## config.mk

```make
export PLATFORM = sky130hd
export DESIGN_NAME = mpx_uart
export DESIGN_NICKNAME = d
export VERILOG_FILES = /design/src/rtl/mpx_pkg.sv /design/src/rtl/mpx_tx.sv /design/src/rtl/mpx_rx.sv /design/src/rtl/mpx_uart.sv
export SDC_FILE = /design/constraint.sdc
export NUM_CORES = 1
export LEC_CHECK = 0
export ABC_AREA = 0
export BUFFER_PORTS_ARGS = -buffer_cell sky130_fd_sc_hd__buf_2
export CAP_MARGIN = 20
export CORE_MARGIN = 1.5
export CORE_UTILIZATION = 50
export DETAILED_ROUTE_END_ITERATION = 8
export HOLD_SLACK_MARGIN = 0.15
export PLACE_DENSITY = 0.76
export SLEW_MARGIN = 20
export SYNTH_ARGS = -nofsm -noshare
export SYNTH_HDL_FRONTEND = slang
export SYNTH_SLANG_ARGS = --single-unit
```

## constraint.sdc

```tcl
create_clock -name clk -period 4.6 [get_ports clk]
set_input_delay 0.69 -clock clk [delete_from_list [all_inputs] [get_ports clk]]
set_output_delay 0.69 -clock clk [all_outputs]
set_load 0.005 [all_outputs]
```

## src/rtl/mpx_pkg.sv

```systemverilog
package mpx_pkg;
  localparam int FRAME_W = 12;
  localparam int RXV_W   = 10;

  typedef enum logic [1:0] {
    PAR_NONE = 2'd0,
    PAR_EVEN = 2'd1,
    PAR_ODD  = 2'd2,
    PAR_RSVD = 2'd3
  } par_mode_e;

  typedef struct packed {
    logic      len7;
    logic      stop2;
    par_mode_e par;
    logic      mp_en;
  } fmt_t;

  typedef struct packed {
    logic [FRAME_W-1:0] bits;
    logic [3:0]         nbits;
  } frame_t;

  typedef enum logic [1:0] {RX_IDLE, RX_START, RX_BITS} rx_st_e;

  function automatic logic [3:0] dlen(input fmt_t f);
    return f.len7 ? 4'd7 : 4'd8;
  endfunction

  function automatic logic has_par(input fmt_t f);
    return !f.mp_en && (f.par == PAR_EVEN || f.par == PAR_ODD);
  endfunction

  function automatic logic has_ext(input fmt_t f);
    return f.mp_en || has_par(f);
  endfunction

  // bit that makes the ones count even (even mode) or odd (odd mode)
  function automatic logic par_bit(input logic [7:0] d, input fmt_t f);
    logic [7:0] m;
    m = f.len7 ? {1'b0, d[6:0]} : d;
    return (^m) ^ (f.par == PAR_ODD);
  endfunction

  // index of the first stop bit counted from the first data bit
  function automatic logic [3:0] rx_last(input fmt_t f);
    return dlen(f) + {3'b000, has_ext(f)};
  endfunction

  function automatic frame_t build_frame(input logic [7:0] d, input logic mpb,
                                         input fmt_t f);
    frame_t     r;
    logic [3:0] p;
    r.bits    = '1;
    r.bits[0] = 1'b0;
    for (int i = 0; i < 8; i++) begin
      if (4'(i) < dlen(f)) r.bits[i+1] = d[i];
    end
    p = 4'd1 + dlen(f);
    if (f.mp_en) begin
      r.bits[p] = mpb;
      p = p + 4'd1;
    end else if (has_par(f)) begin
      r.bits[p] = par_bit(d, f);
      p = p + 4'd1;
    end
    r.nbits = p + (f.stop2 ? 4'd2 : 4'd1);
    return r;
  endfunction
endpackage

```

## src/rtl/mpx_tx.sv

```systemverilog
module mpx_tx
  import mpx_pkg::*;
#(
  parameter int OVS = 16
) (
  input  logic       clk,
  input  logic       rst,
  input  logic       tick,
  input  fmt_t       fmt,
  input  logic       tx_wr,
  input  logic [7:0] tx_data,
  input  logic       tx_mpb,
  output logic       hold_empty,
  output logic       txd
);
  localparam int CW = $clog2(OVS);

  logic [7:0]         hold_q;
  logic               hold_mpb, hold_full, busy;
  logic [FRAME_W-1:0] sh;
  logic [3:0]         bit_idx, last_idx;
  logic [CW-1:0]      tcnt;
  logic               bit_end, frame_end, load;
  frame_t             nf;

  assign bit_end   = busy && tick && (tcnt == CW'(OVS-1));
  assign frame_end = bit_end && (bit_idx == last_idx);
  assign load      = hold_full && (!busy || frame_end);
  assign nf        = build_frame(hold_q, hold_mpb, fmt);

  always_ff @(posedge clk) begin
    if (rst) begin
      hold_q    <= '0;
      hold_mpb  <= 1'b0;
      hold_full <= 1'b0;
      busy      <= 1'b0;
      sh        <= '1;
      bit_idx   <= '0;
      last_idx  <= '0;
      tcnt      <= '0;
    end else begin
      if (tx_wr && !hold_full) begin
        hold_q    <= tx_data;
        hold_mpb  <= tx_mpb;
        hold_full <= 1'b1;
      end
      if (load) begin
        hold_full <= 1'b0;
        sh        <= nf.bits;
        last_idx  <= nf.nbits - 4'd1;
        bit_idx   <= '0;
        tcnt      <= '0;
        busy      <= 1'b1;
      end else if (frame_end) begin
        busy <= 1'b0;
        tcnt <= '0;
      end else if (busy && tick) begin
        if (bit_end) begin
          sh      <= {1'b1, sh[FRAME_W-1:1]};
          bit_idx <= bit_idx + 4'd1;
          tcnt    <= '0;
        end else begin
          tcnt <= tcnt + CW'(1);
        end
      end
    end
  end

  assign hold_empty = !hold_full;
  assign txd        = busy ? sh[0] : 1'b1;

  // a write into a full holding stage leaves it untouched
  p_wr_dropped_r4: assert property (@(posedge clk) disable iff (rst)
    (tx_wr && hold_full && !load) |=> $stable(hold_q) && $stable(hold_mpb));
  // the line only moves on a tick or at a character boundary
  p_bit_steady_r2: assert property (@(posedge clk) disable iff (rst)
    (busy && !tick && !load) |=> $stable(txd));
endmodule

```

## src/rtl/mpx_rx.sv

```systemverilog
module mpx_rx
  import mpx_pkg::*;
#(
  parameter int OVS = 16
) (
  input  logic       clk,
  input  logic       rst,
  input  logic       tick,
  input  fmt_t       fmt,
  input  logic       rxd,
  input  logic       rx_rd,
  input  logic       err_clr,
  input  logic       mp_wait_set,
  output logic       rxd_level,
  output logic [7:0] rx_data,
  output logic       rx_mpb,
  output logic       rx_valid,
  output logic       err_parity,
  output logic       err_frame,
  output logic       err_overrun,
  output logic       mp_wait
);
  localparam int CW = $clog2(OVS);

  logic             s1, s2;
  rx_st_e           st;
  logic [CW-1:0]    cnt;
  logic [3:0]       ridx;
  logic [RXV_W-1:0] rsh, vec;
  logic             smp, frm_done, discard;
  logic [7:0]       got_data;
  logic             ext_bit, stop_bit, pe_now, fe_now, mpb_now;

  assign smp      = (st == RX_BITS) && tick && (cnt == CW'(OVS-1));
  assign frm_done = smp && (ridx == rx_last(fmt));

  always_comb begin
    vec       = rsh;
    vec[ridx] = s2;
  end

  assign got_data = fmt.len7 ? {1'b0, vec[6:0]} : vec[7:0];
  assign ext_bit  = vec[dlen(fmt)];
  assign stop_bit = vec[rx_last(fmt)];
  assign pe_now   = has_par(fmt) && (ext_bit != par_bit(got_data, fmt));
  assign fe_now   = !stop_bit;
  assign mpb_now  = fmt.mp_en && ext_bit;
  assign discard  = mp_wait && fmt.mp_en && !mpb_now;

  always_ff @(posedge clk) begin
    if (rst) begin
      s1   <= 1'b1;
      s2   <= 1'b1;
      st   <= RX_IDLE;
      cnt  <= '0;
      ridx <= '0;
      rsh  <= '0;
    end else begin
      s1 <= rxd;
      s2 <= s1;
      if (tick) begin
        case (st)
          RX_IDLE: if (!s2) begin
            st  <= RX_START;
            cnt <= '0;
          end
          RX_START: begin
            if (cnt == CW'(OVS/2-1)) begin
              cnt  <= '0;
              ridx <= '0;
              rsh  <= '0;
              st   <= s2 ? RX_IDLE : RX_BITS;
            end else begin
              cnt <= cnt + CW'(1);
            end
          end
          RX_BITS: begin
            if (smp) begin
              cnt       <= '0;
              rsh[ridx] <= s2;
              ridx      <= ridx + 4'd1;
              if (frm_done) st <= RX_IDLE;
            end else begin
              cnt <= cnt + CW'(1);
            end
          end
          default: st <= RX_IDLE;
        endcase
      end
    end
  end

  always_ff @(posedge clk) begin
    if (rst) begin
      rx_data     <= '0;
      rx_mpb      <= 1'b0;
      rx_valid    <= 1'b0;
      err_parity  <= 1'b0;
      err_frame   <= 1'b0;
      err_overrun <= 1'b0;
      mp_wait     <= 1'b0;
    end else begin
      if (rx_rd) rx_valid <= 1'b0;
      if (err_clr) begin
        err_parity  <= 1'b0;
        err_frame   <= 1'b0;
        err_overrun <= 1'b0;
      end
      if (frm_done && !discard) begin
        if (mpb_now) mp_wait <= 1'b0;
        if (rx_valid && !rx_rd) begin
          err_overrun <= 1'b1;
        end else begin
          rx_data  <= got_data;
          rx_mpb   <= mpb_now;
          rx_valid <= 1'b1;
          if (pe_now) err_parity <= 1'b1;
          if (fe_now) err_frame  <= 1'b1;
        end
      end
      if (mp_wait_set) mp_wait <= 1'b1;
    end
  end

  assign rxd_level = s2;

  // a character only appears at the end of a frame
  p_valid_at_end_r5: assert property (@(posedge clk) disable iff (rst)
    $rose(rx_valid) |-> $past(frm_done));
  // an unread character survives the next arrival
  p_overrun_keep_r8: assert property (@(posedge clk) disable iff (rst)
    (frm_done && !discard && rx_valid && !rx_rd) |=> err_overrun && $stable(rx_data));
  // skipped payload leaves no trace
  p_skip_quiet_r9: assert property (@(posedge clk) disable iff (rst)
    (frm_done && discard && !rx_rd && !err_clr) |=>
      $stable(rx_valid) && $stable(err_parity) && $stable(err_frame) && $stable(err_overrun));
  // an ID character ends the wait state
  p_wait_exit_r9: assert property (@(posedge clk) disable iff (rst)
    (frm_done && mp_wait && mpb_now && !mp_wait_set) |=> !mp_wait);
endmodule

```

## src/rtl/mpx_uart.sv

```systemverilog
module mpx_uart
  import mpx_pkg::*;
#(
  parameter int OVS = 16
) (
  input  logic       clk,
  input  logic       rst,
  input  logic       tick,
  input  logic       cfg_len7,
  input  logic       cfg_stop2,
  input  logic [1:0] cfg_par,
  input  logic       cfg_mp_en,
  input  logic       tx_wr,
  input  logic [7:0] tx_data,
  input  logic       tx_mpb,
  output logic       tx_hold_empty,
  output logic       txd,
  input  logic       rxd,
  output logic       rxd_level,
  output logic [7:0] rx_data,
  output logic       rx_mpb,
  output logic       rx_valid,
  input  logic       rx_rd,
  output logic       err_parity,
  output logic       err_frame,
  output logic       err_overrun,
  input  logic       err_clr,
  input  logic       mp_wait_set,
  output logic       mp_wait
);
  fmt_t fmt;

  assign fmt.len7  = cfg_len7;
  assign fmt.stop2 = cfg_stop2;
  assign fmt.par   = par_mode_e'(cfg_par);
  assign fmt.mp_en = cfg_mp_en;

  mpx_tx #(.OVS(OVS)) u_tx (
    .clk        (clk),
    .rst        (rst),
    .tick       (tick),
    .fmt        (fmt),
    .tx_wr      (tx_wr),
    .tx_data    (tx_data),
    .tx_mpb     (tx_mpb),
    .hold_empty (tx_hold_empty),
    .txd        (txd)
  );

  mpx_rx #(.OVS(OVS)) u_rx (
    .clk         (clk),
    .rst         (rst),
    .tick        (tick),
    .fmt         (fmt),
    .rxd         (rxd),
    .rx_rd       (rx_rd),
    .err_clr     (err_clr),
    .mp_wait_set (mp_wait_set),
    .rxd_level   (rxd_level),
    .rx_data     (rx_data),
    .rx_mpb      (rx_mpb),
    .rx_valid    (rx_valid),
    .err_parity  (err_parity),
    .err_frame   (err_frame),
    .err_overrun (err_overrun),
    .mp_wait     (mp_wait)
  );
endmodule

```

==> summary.txt, run 1 <==
Routing
  • Residual DRC: 0
  • Vias per cell: 5.43
  • Wire per inst: 13.6 um
  • DRT iter0 DRCs: 197
  • DR pass1 iterations: 5
  • ANT nets after route: 0
  • Vias: 3019
  • Final WL: 7560 um

Synthesis
  • Compound-Gate Fraction of Synth Area: 13.4%
  • Synth Register Bits: 69
  • Synthesized area per cell: 8.58 sq um
  • Largest family of logic cells by synthesized area: simple AND/OR/NAND/NOR gates
  • Number of cells produced by synthesis: 428
  • Fraction of registers with async set/reset: 0%
  • Yosys cell types: 46
  • Multiplexer share of the synthesized area: 6.24%
  • Post-Syn Area: 3670 sq um
  • Synth Warn #: 0
  • Ys flop type: dfxtp_1
  • Syn_nets: 469
  • Number of synthesized flops with an enable pin: 0
  • Post-Synth Adder-Cell Area: 6.47%
  • Sequential element share of the synthesized area: 37.6%
  • Post-Synth Simple-Gate Area: 23.3%
  • Synth Area in XOR/XNOR: 6.71%

STA
  • Worst-Margin Slew: 744 ps
  • Post-layout minimum cycle time: 2580 ps
  • Unrepaired setup endpoints after global routing: false
  • Final Hold Fails: 0
  • Max Clock Skew: 6.63 ps
  • Relative slew slack: 50.4%
  • Worst Hold Margin: 417 ps
  • TNS Setup: 0 ps
  • Final worst slack: 2020 ps
  • Tcrit/Tclk final: 56.2%
  • Fmax: 0.387 GHz
  • Setup Viol. Count Final: 0
  • Final count of pins violating max slew: 0

Layout
  • # fillers: 665
  • Area growth, synth to finish: 10.6%
  • Cell area after layout: 4060 sq um
  • Share of layout cells above drive strength 1: 15.8%
  • Commonest non-fill, non-tap cell in the layout: dfxtp_1
  • Final Util: 56.6%
  • Most frequent cells in the layout: 69 x dfxtp_1, 63 x nand2_1, 40 x nor2_1
  • Layout Nets: 494
  • Diode count: 0

Outcome
  • Outcome: finished, final reports clean

Worst hold path
  • HP Start: u_rx.s1
  • Worst Hold Class: reg -> reg

Die
  • Die area: 7870 sq um
  • I/O pin count: 39
  • DIE HEIGHT: 88.7 um
  • Initial Utilization: 51.2%
  • Row cnt: 31
  • Die width: 88.7 um
  • Core region area: 7180 sq um

Global routing
  • Largest net degree at the start of global routing: 62
  • Gr ovfl total: 0
  • Initial antenna violation count: 0
  • GRT Total Usage: 20.3%
  • Vias in the first global route: 2726
  • First-pass GRT wire length: 12300 um

Job
  • Max_cap viols: 0

CTS
  • Clock tree buffer depth: 2
  • Clock insertion delay at the later pin of the skew report: 340 ps
  • Root buffer cell: clkbuf_8
  • Clock slew at reported path FFs: 70 ps
  • CTS sink count: 69
  • Hold Buf Count CTS: 0
  • H-tree depth: 3
  • # Post-CTS Setup Buffers: 0
  • Inserted Clock Buffers: 9
  • CTS resizes: 0
  • CTS tree: done

Critical path
  • Reg-to-reg setup timing slack: 2020 ps
  • CP max-delay cell: xnor3_1
  • CP Cell Sequence: inv_1 > ha_1 > nor3b_1 > mux2i_1 > xor2_1 > xnor2_1 > xnor3_1 > nand3_1 > a21oi_2
  • Critical Path Start Type: register
  • Setup crit start: u_rx.ridx[0]
  • Arrival time worst endpoint: 2790 ps
  • WP depth: 9
  • Worst endpoint required time: 4810 ps
  • Crit end category: register
  • R2r endpoint: u_rx.err_parity
  • Setup crit end: u_rx.err_parity
  • Crit path max fanout: 6
  • Critical path type: reg -> reg
  • Slowest stage delay, CP: 440 ps
  • CP bufs+invs: 1
  • Largest delay share family, worst path: XOR/XNOR gates
  • R2R depth: 9
  • R2r startpoint: u_rx.ridx[0]

Power
  • Worst VDD drop: 0.193 mV
  • Pwr dens: 313 nW/um^2
  • Pleak: 1.65 nW

Placed design
  • Placed cell areas: 3840 sq um
  • Place WS: 1650 ps
  • Placed wire-length estimate: 5230 um
  • RePlAce Congestion: 0.873
  • Number of I/O port buffers: 38
-- report_power, final --
| part | switching [mW] | leakage [nW] | total, mW | internal, mW |
|---|---|---|---|---|
| clock | 0.224 | 0.101 | 0.499 | 0.275 |
| combinational | 0.0758 | 0.990 | 0.139 | 0.0636 |
| sequential | 0.0161 | 0.561 | 0.634 | 0.618 |
| total | 0.316 | 1.65 | 1.27 | 0.956 |
-- stage by stage --
step / std cells / power (mW)
after floorplan: 428 / 0.753
after global placement: 540 / 0.780
after detailed placement: 540 / 0.785
after CTS: 555 / 1.28
after global routing: 556 / 1.33
final: 556 / 1.27
-- flip-flops by register name (all words and copies together), names as in the netlist, 2 cells and up --
name / count
u_rx.rsh: 10
u_tx.sh: 10
u_rx.rx_data: 8
u_tx.hold_q: 8
u_rx.cnt: 4
u_rx.ridx: 4
u_tx.bit_idx: 4
u_tx.last_idx: 4
u_tx.tcnt: 4
u_rx.st: 2
-- cell type report --
| cell class | instances | area [sq um] | area share (%) |
|---|---|---|---|
| Multi-Input combinational cell | 316 | 2060 | 50.8 |
| Sequential cell | 69 | 1380 | 34.0 |
| Timing Repair Buffer | 42 | 240 | 5.91 |
| Clock buffer | 11 | 151 | 3.73 |
| Tap cell | 99 | 124 | 3.05 |
| Inverter | 15 | 56.3 | 1.39 |
| Clock inverter | 4 | 47.5 | 1.17 |
-- synthesized netlist by cell type (10+ instances only) --
master	instances	area share (%)
inv_1	15	1.5
a211oi_1	10	2.0
nand3_1	17	2.3
nor2_1	40	4.1
ha_1	19	6.5
clkbuf_1	16	1.6
a21oi_1	37	5.0
nand3b_1	12	2.5
xnor2_1	16	3.8
mux2i_1	17	4.6
nand2_1	63	6.4
dfxtp_1	69	38
-- worst reg2reg max path: cells and delay by family, from the launching register on --
family          cells  cell delay, ps
fa+ha+maj           1             360
xor+xnor            3             800
flops               1             380
compound gates      1              60
simple gates        2             380
mux                 1             350
buf+inv             1             130
-- routing by layer --
layer	share of wire, %	track usage [%]	routed length (um)	vias up
met5	0	0	0	-
met4	0.93	9.23	70	0
met3	6.1	3.92	460	6
met2	45	30.8	3420	94
met1	48	27.9	3610	1409
li1	-	-	-	1510
-- logic make-up (layout without fill, tap and decap cells) --
family          Yosys count  in the layout
compound gates           77             77
simple gates            173            173
buf+inv                  43             72
xor+xnor                 25             25
fa+ha+maj                19             19
flops                    69             69
mux                      22             22
-- worst min-delay path by stage --
stage	endpoint	slack [ps]	cells after the start
after floorplan	u_rx.rxd_level	390	1
after global placement	u_rx.rxd_level	400	1
after detailed placement	u_rx.rxd_level	400	1
after CTS	u_rx.rxd_level	420	1
after global routing	u_rx.rxd_level	440	1
final	u_rx.rxd_level	420	1
Power figures use the tool's default switching activity.
==> run 2: changes to the inputs <==
--- a/config.mk
+++ b/config.mk
@@ -5,14 +5,14 @@
 export SDC_FILE = /design/constraint.sdc
 export NUM_CORES = 1
 export LEC_CHECK = 0
-export ABC_AREA = 0
+export ABC_AREA = 1
 export BUFFER_PORTS_ARGS = -buffer_cell sky130_fd_sc_hd__buf_2
 export CAP_MARGIN = 20
 export CORE_MARGIN = 1.5
 export CORE_UTILIZATION = 50
 export DETAILED_ROUTE_END_ITERATION = 8
 export HOLD_SLACK_MARGIN = 0.15
-export PLACE_DENSITY = 0.76
+export PLACE_DENSITY = 0.75
 export SLEW_MARGIN = 20
 export SYNTH_ARGS = -nofsm -noshare
 export SYNTH_HDL_FRONTEND = slang
==> constraint.sdc (replaced) <==
create_clock -name clk -period 2.5 [get_ports clk]
set_input_delay 0.375 -clock clk [delete_from_list [all_inputs] [get_ports clk]]
set_output_delay 0.375 -clock clk [all_outputs]
set_load 0.005 [all_outputs]
==> run 2 against run 1 <==
Register-to-register slack got worse by 1600 ps. Largest power group unchanged. Via count up 18%. Clock power rose by 81%. Critical path type is now in -> reg. Sequential power rose by 88%. Largest cell class unchanged. Clock skew rose by 3.3 ps.
==> summary.txt, run 2 <==
Outcome
  • Outcome: finished, final reports clean

Layout
  • Register area: 1380 sq um
  • Diode count: 0
  • # fillers: 703
  • Area growth, synth to finish: 13.2%
  • Largest registers: u_rx.rsh (10), u_tx.sh (10)
  • Commonest non-fill, non-tap cell in the layout: nand2_1
  • Cell area after layout: 4200 sq um
  • Share of layout cells above drive strength 1: 13.6%
  • Multi-input gate area: 1990 sq um
  • Layout Nets: 621
  • Most frequent cells in the layout: 143 x nand2_1, 69 x dfxtp_1, 59 x inv_1

Power
  • Pwr dens: 583 nW/um^2
  • Sw frac: 27.1%
  • Switch Pwr: 665 uW
  • Comb pwr share: 14.7%
  • Internal Pwr Total: 1.79 mW
  • Power share of the clock group: 36.9%
  • Pleak: 1.93 nW
  • Worst VDD drop: 0.370 mV
  • Seq pwr share: 48.4%
  • Overall power: 2.45 mW

Critical path
  • R2r startpoint: u_rx.ridx[0]
  • Arrival time worst endpoint: 2390 ps
  • CP bufs+invs: 5
  • Worst endpoint required time: 2780 ps
  • Crit path max fanout: 13
  • Reg-to-reg setup timing slack: 400 ps
  • Slowest stage delay, CP: 300 ps
  • Largest delay share family, worst path: simple AND/OR/NAND/NOR gates
  • Setup crit start: cfg_par[0]
  • Critical path type: in -> reg
  • CP Cell Sequence: buf_2 > inv_1 > ha_1 > inv_1 > nor2_1 > ha_1 > inv_1 > nand2_1 > a21oi_2 > nand3_1 > nor2_2 > nand3_4 > inv_2 > o21ai_0 > a21oi_1
  • Crit end category: register
  • Most frequent CP cell: inv_1
  • Critical Path Start Type: primary input
  • CP max-delay cell: ha_1

Worst hold path
  • HP Start: rxd
  • Worst Hold Class: in -> reg

Routing
  • Vias per cell: 5.25
  • Final WL: 8620 um
  • Residual DRC: 0
  • DR pass1 iterations: 7
  • Vias: 3576
  • Wire per inst: 12.7 um
  • ANT nets after route: 0
  • DRT iter0 DRCs: 228

STA
  • TNS Setup: 0 ps
  • Setup Viol. Count Final: 0
  • Post-layout minimum cycle time: 2110 ps
  • Fmax: 0.473 GHz
  • Final Hold Fails: 0
  • Worst-Margin Slew: 527 ps
  • Final worst slack: 388 ps
  • Max Clock Skew: 9.91 ps
  • Unrepaired setup endpoints after global routing: false
  • Tcrit/Tclk final: 84.5%
  • Final count of pins violating max slew: 0
  • Relative slew slack: 64.8%

Die
  • Row cnt: 31
  • DIE HEIGHT: 89.2 um
  • I/O pin count: 39
  • Initial Utilization: 51.5%
  • Core region area: 7210 sq um
  • Die area: 7950 sq um
  • Die width: 89.2 um

Synthesis
  • Yosys top cell by area: dfxtp_1
  • Fraction of registers with async set/reset: 0%
  • Number of synthesized flops with an enable pin: 0
  • Most frequent cells after synthesis: 143 x nand2_1, 69 x dfxtp_1, 59 x inv_1
  • Ys flop type: dfxtp_1
  • Post-Syn Area: 3710 sq um
  • Syn_nets: 577
  • Yosys cell types: 34
  • Cell with the most instances after synthesis: nand2_1
  • Largest cells by area after synthesis: dfxtp_1 37%, nand2_1 14%, ha_1 6.4%
  • Post-synth top area share: 37.2%
  • Sequential element share of the synthesized area: 37.2%
  • Number of cells produced by synthesis: 536
  • Synth Register Bits: 69
  • Synth Warn #: 0
  • Synthesized area per cell: 6.93 sq um

CTS
  • # Post-CTS Setup Buffers: 0
  • H-tree depth: 3
  • Clock insertion delay at the later pin of the skew report: 350 ps
  • CTS tree: done
  • CTS resizes: 0
  • Root buffer cell: clkbuf_8
  • Hold Buf Count CTS: 0
  • Clock tree buffer depth: 2
  • CTS sink count: 69
  • Inserted Clock Buffers: 9
  • Clock slew at reported path FFs: 70 ps

Global routing
  • Gr ovfl total: 0
  • First-pass GRT wire length: 14100 um
  • GRT Total Usage: 22.8%
  • Vias in the first global route: 3251
  • Initial antenna violation count: 0
  • Largest net degree at the start of global routing: 30

Placed design
  • Number of I/O port buffers: 38
  • Place WS: 47.7 ps
  • RePlAce Congestion: 0.930
  • Placed cell areas: 4020 sq um
  • Placed wire-length estimate: 6450 um

Job
  • Max_cap viols: 0
==> run 2: cell types whose count changed after synthesis, sizes merged, moves of 11 or more <==
cell	delta
nand3	+24
o21ai	+31
nor2	+11
mux2i	-18
nand4	+11
nand3b	-12
nand2	+80
inv	+47
==> run 2: kinds of logic (layout without fill, tap and decap cells) <==
kind of cell             Yosys count  count (layout)  share of synthesized area (%)
buffers and inverters             82             128                           9.13
flip-flops                        69              69                           37.2
XOR/XNOR                          13              13                           3.07
AND/OR/NAND/NOR                  265             265                           31.0
adder cells (fa/ha/maj)           19              19                           6.40
AO/OA/AOI/OAI                     88              88                           13.2
==> run 2: metrics by stage <==
| stage | util [%] | std cells | hold slack (ps) |
|---|---|---|---|
| 2_1_floorplan | - | 536 | 389 |
| 3_3_place_gp | 55.7 | 668 | 398 |
| 3_5_place_dp | 55.7 | 668 | 396 |
| 4_1_cts | 58.3 | 681 | 225 |
| 5_1_grt | 58.3 | 681 | 232 |
| 6_report | 58.3 | 681 | 231 |
==> run 2: power groups by stage <==
| stage | logic, mW | registers [mW] | clock network (mW) |
|---|---|---|---|
| after global routing | 0.418 | 1.19 | 0.961 |
| final | 0.360 | 1.19 | 0.904 |
| after CTS | 0.360 | 1.19 | 0.918 |
| after global placement | 0.348 | 1.21 | 0 |
| after floorplan | 0.258 | 1.20 | 0 |
| after detailed placement | 0.358 | 1.21 | 0 |
==> run 2: path summary, 6_finish.rpt <==
| path | to | cells after the start |
|---|---|---|
| min | u_rx.s1 | 2 |
| min reg2reg | u_rx.rxd_level | 1 |
| max reg2reg | u_rx.err_parity | 13 |
| max | u_rx.rx_data[7] | 15 |
==> run 2: layer usage <==
layer,part of all wire [%],vias to the layer above,global-route usage (%)
li1,-,1828,-
met5,0,-,0
met3,5.3,18,4.80
met4,2.2,0,8.39
met1,45,1614,28.2
met2,47,116,39.2
==> run 2: final cells by class <==
| class | instances | area share, % |
|---|---|---|
| Clock buffer | 11 | 3.60 |
| Clock inverter | 2 | 0.833 |
| Inverter | 66 | 5.89 |
| Multi-Input combinational cell | 385 | 47.4 |
| Sequential cell | 69 | 32.9 |
| Tap cell | 99 | 2.95 |
| Timing Repair Buffer | 49 | 6.49 |
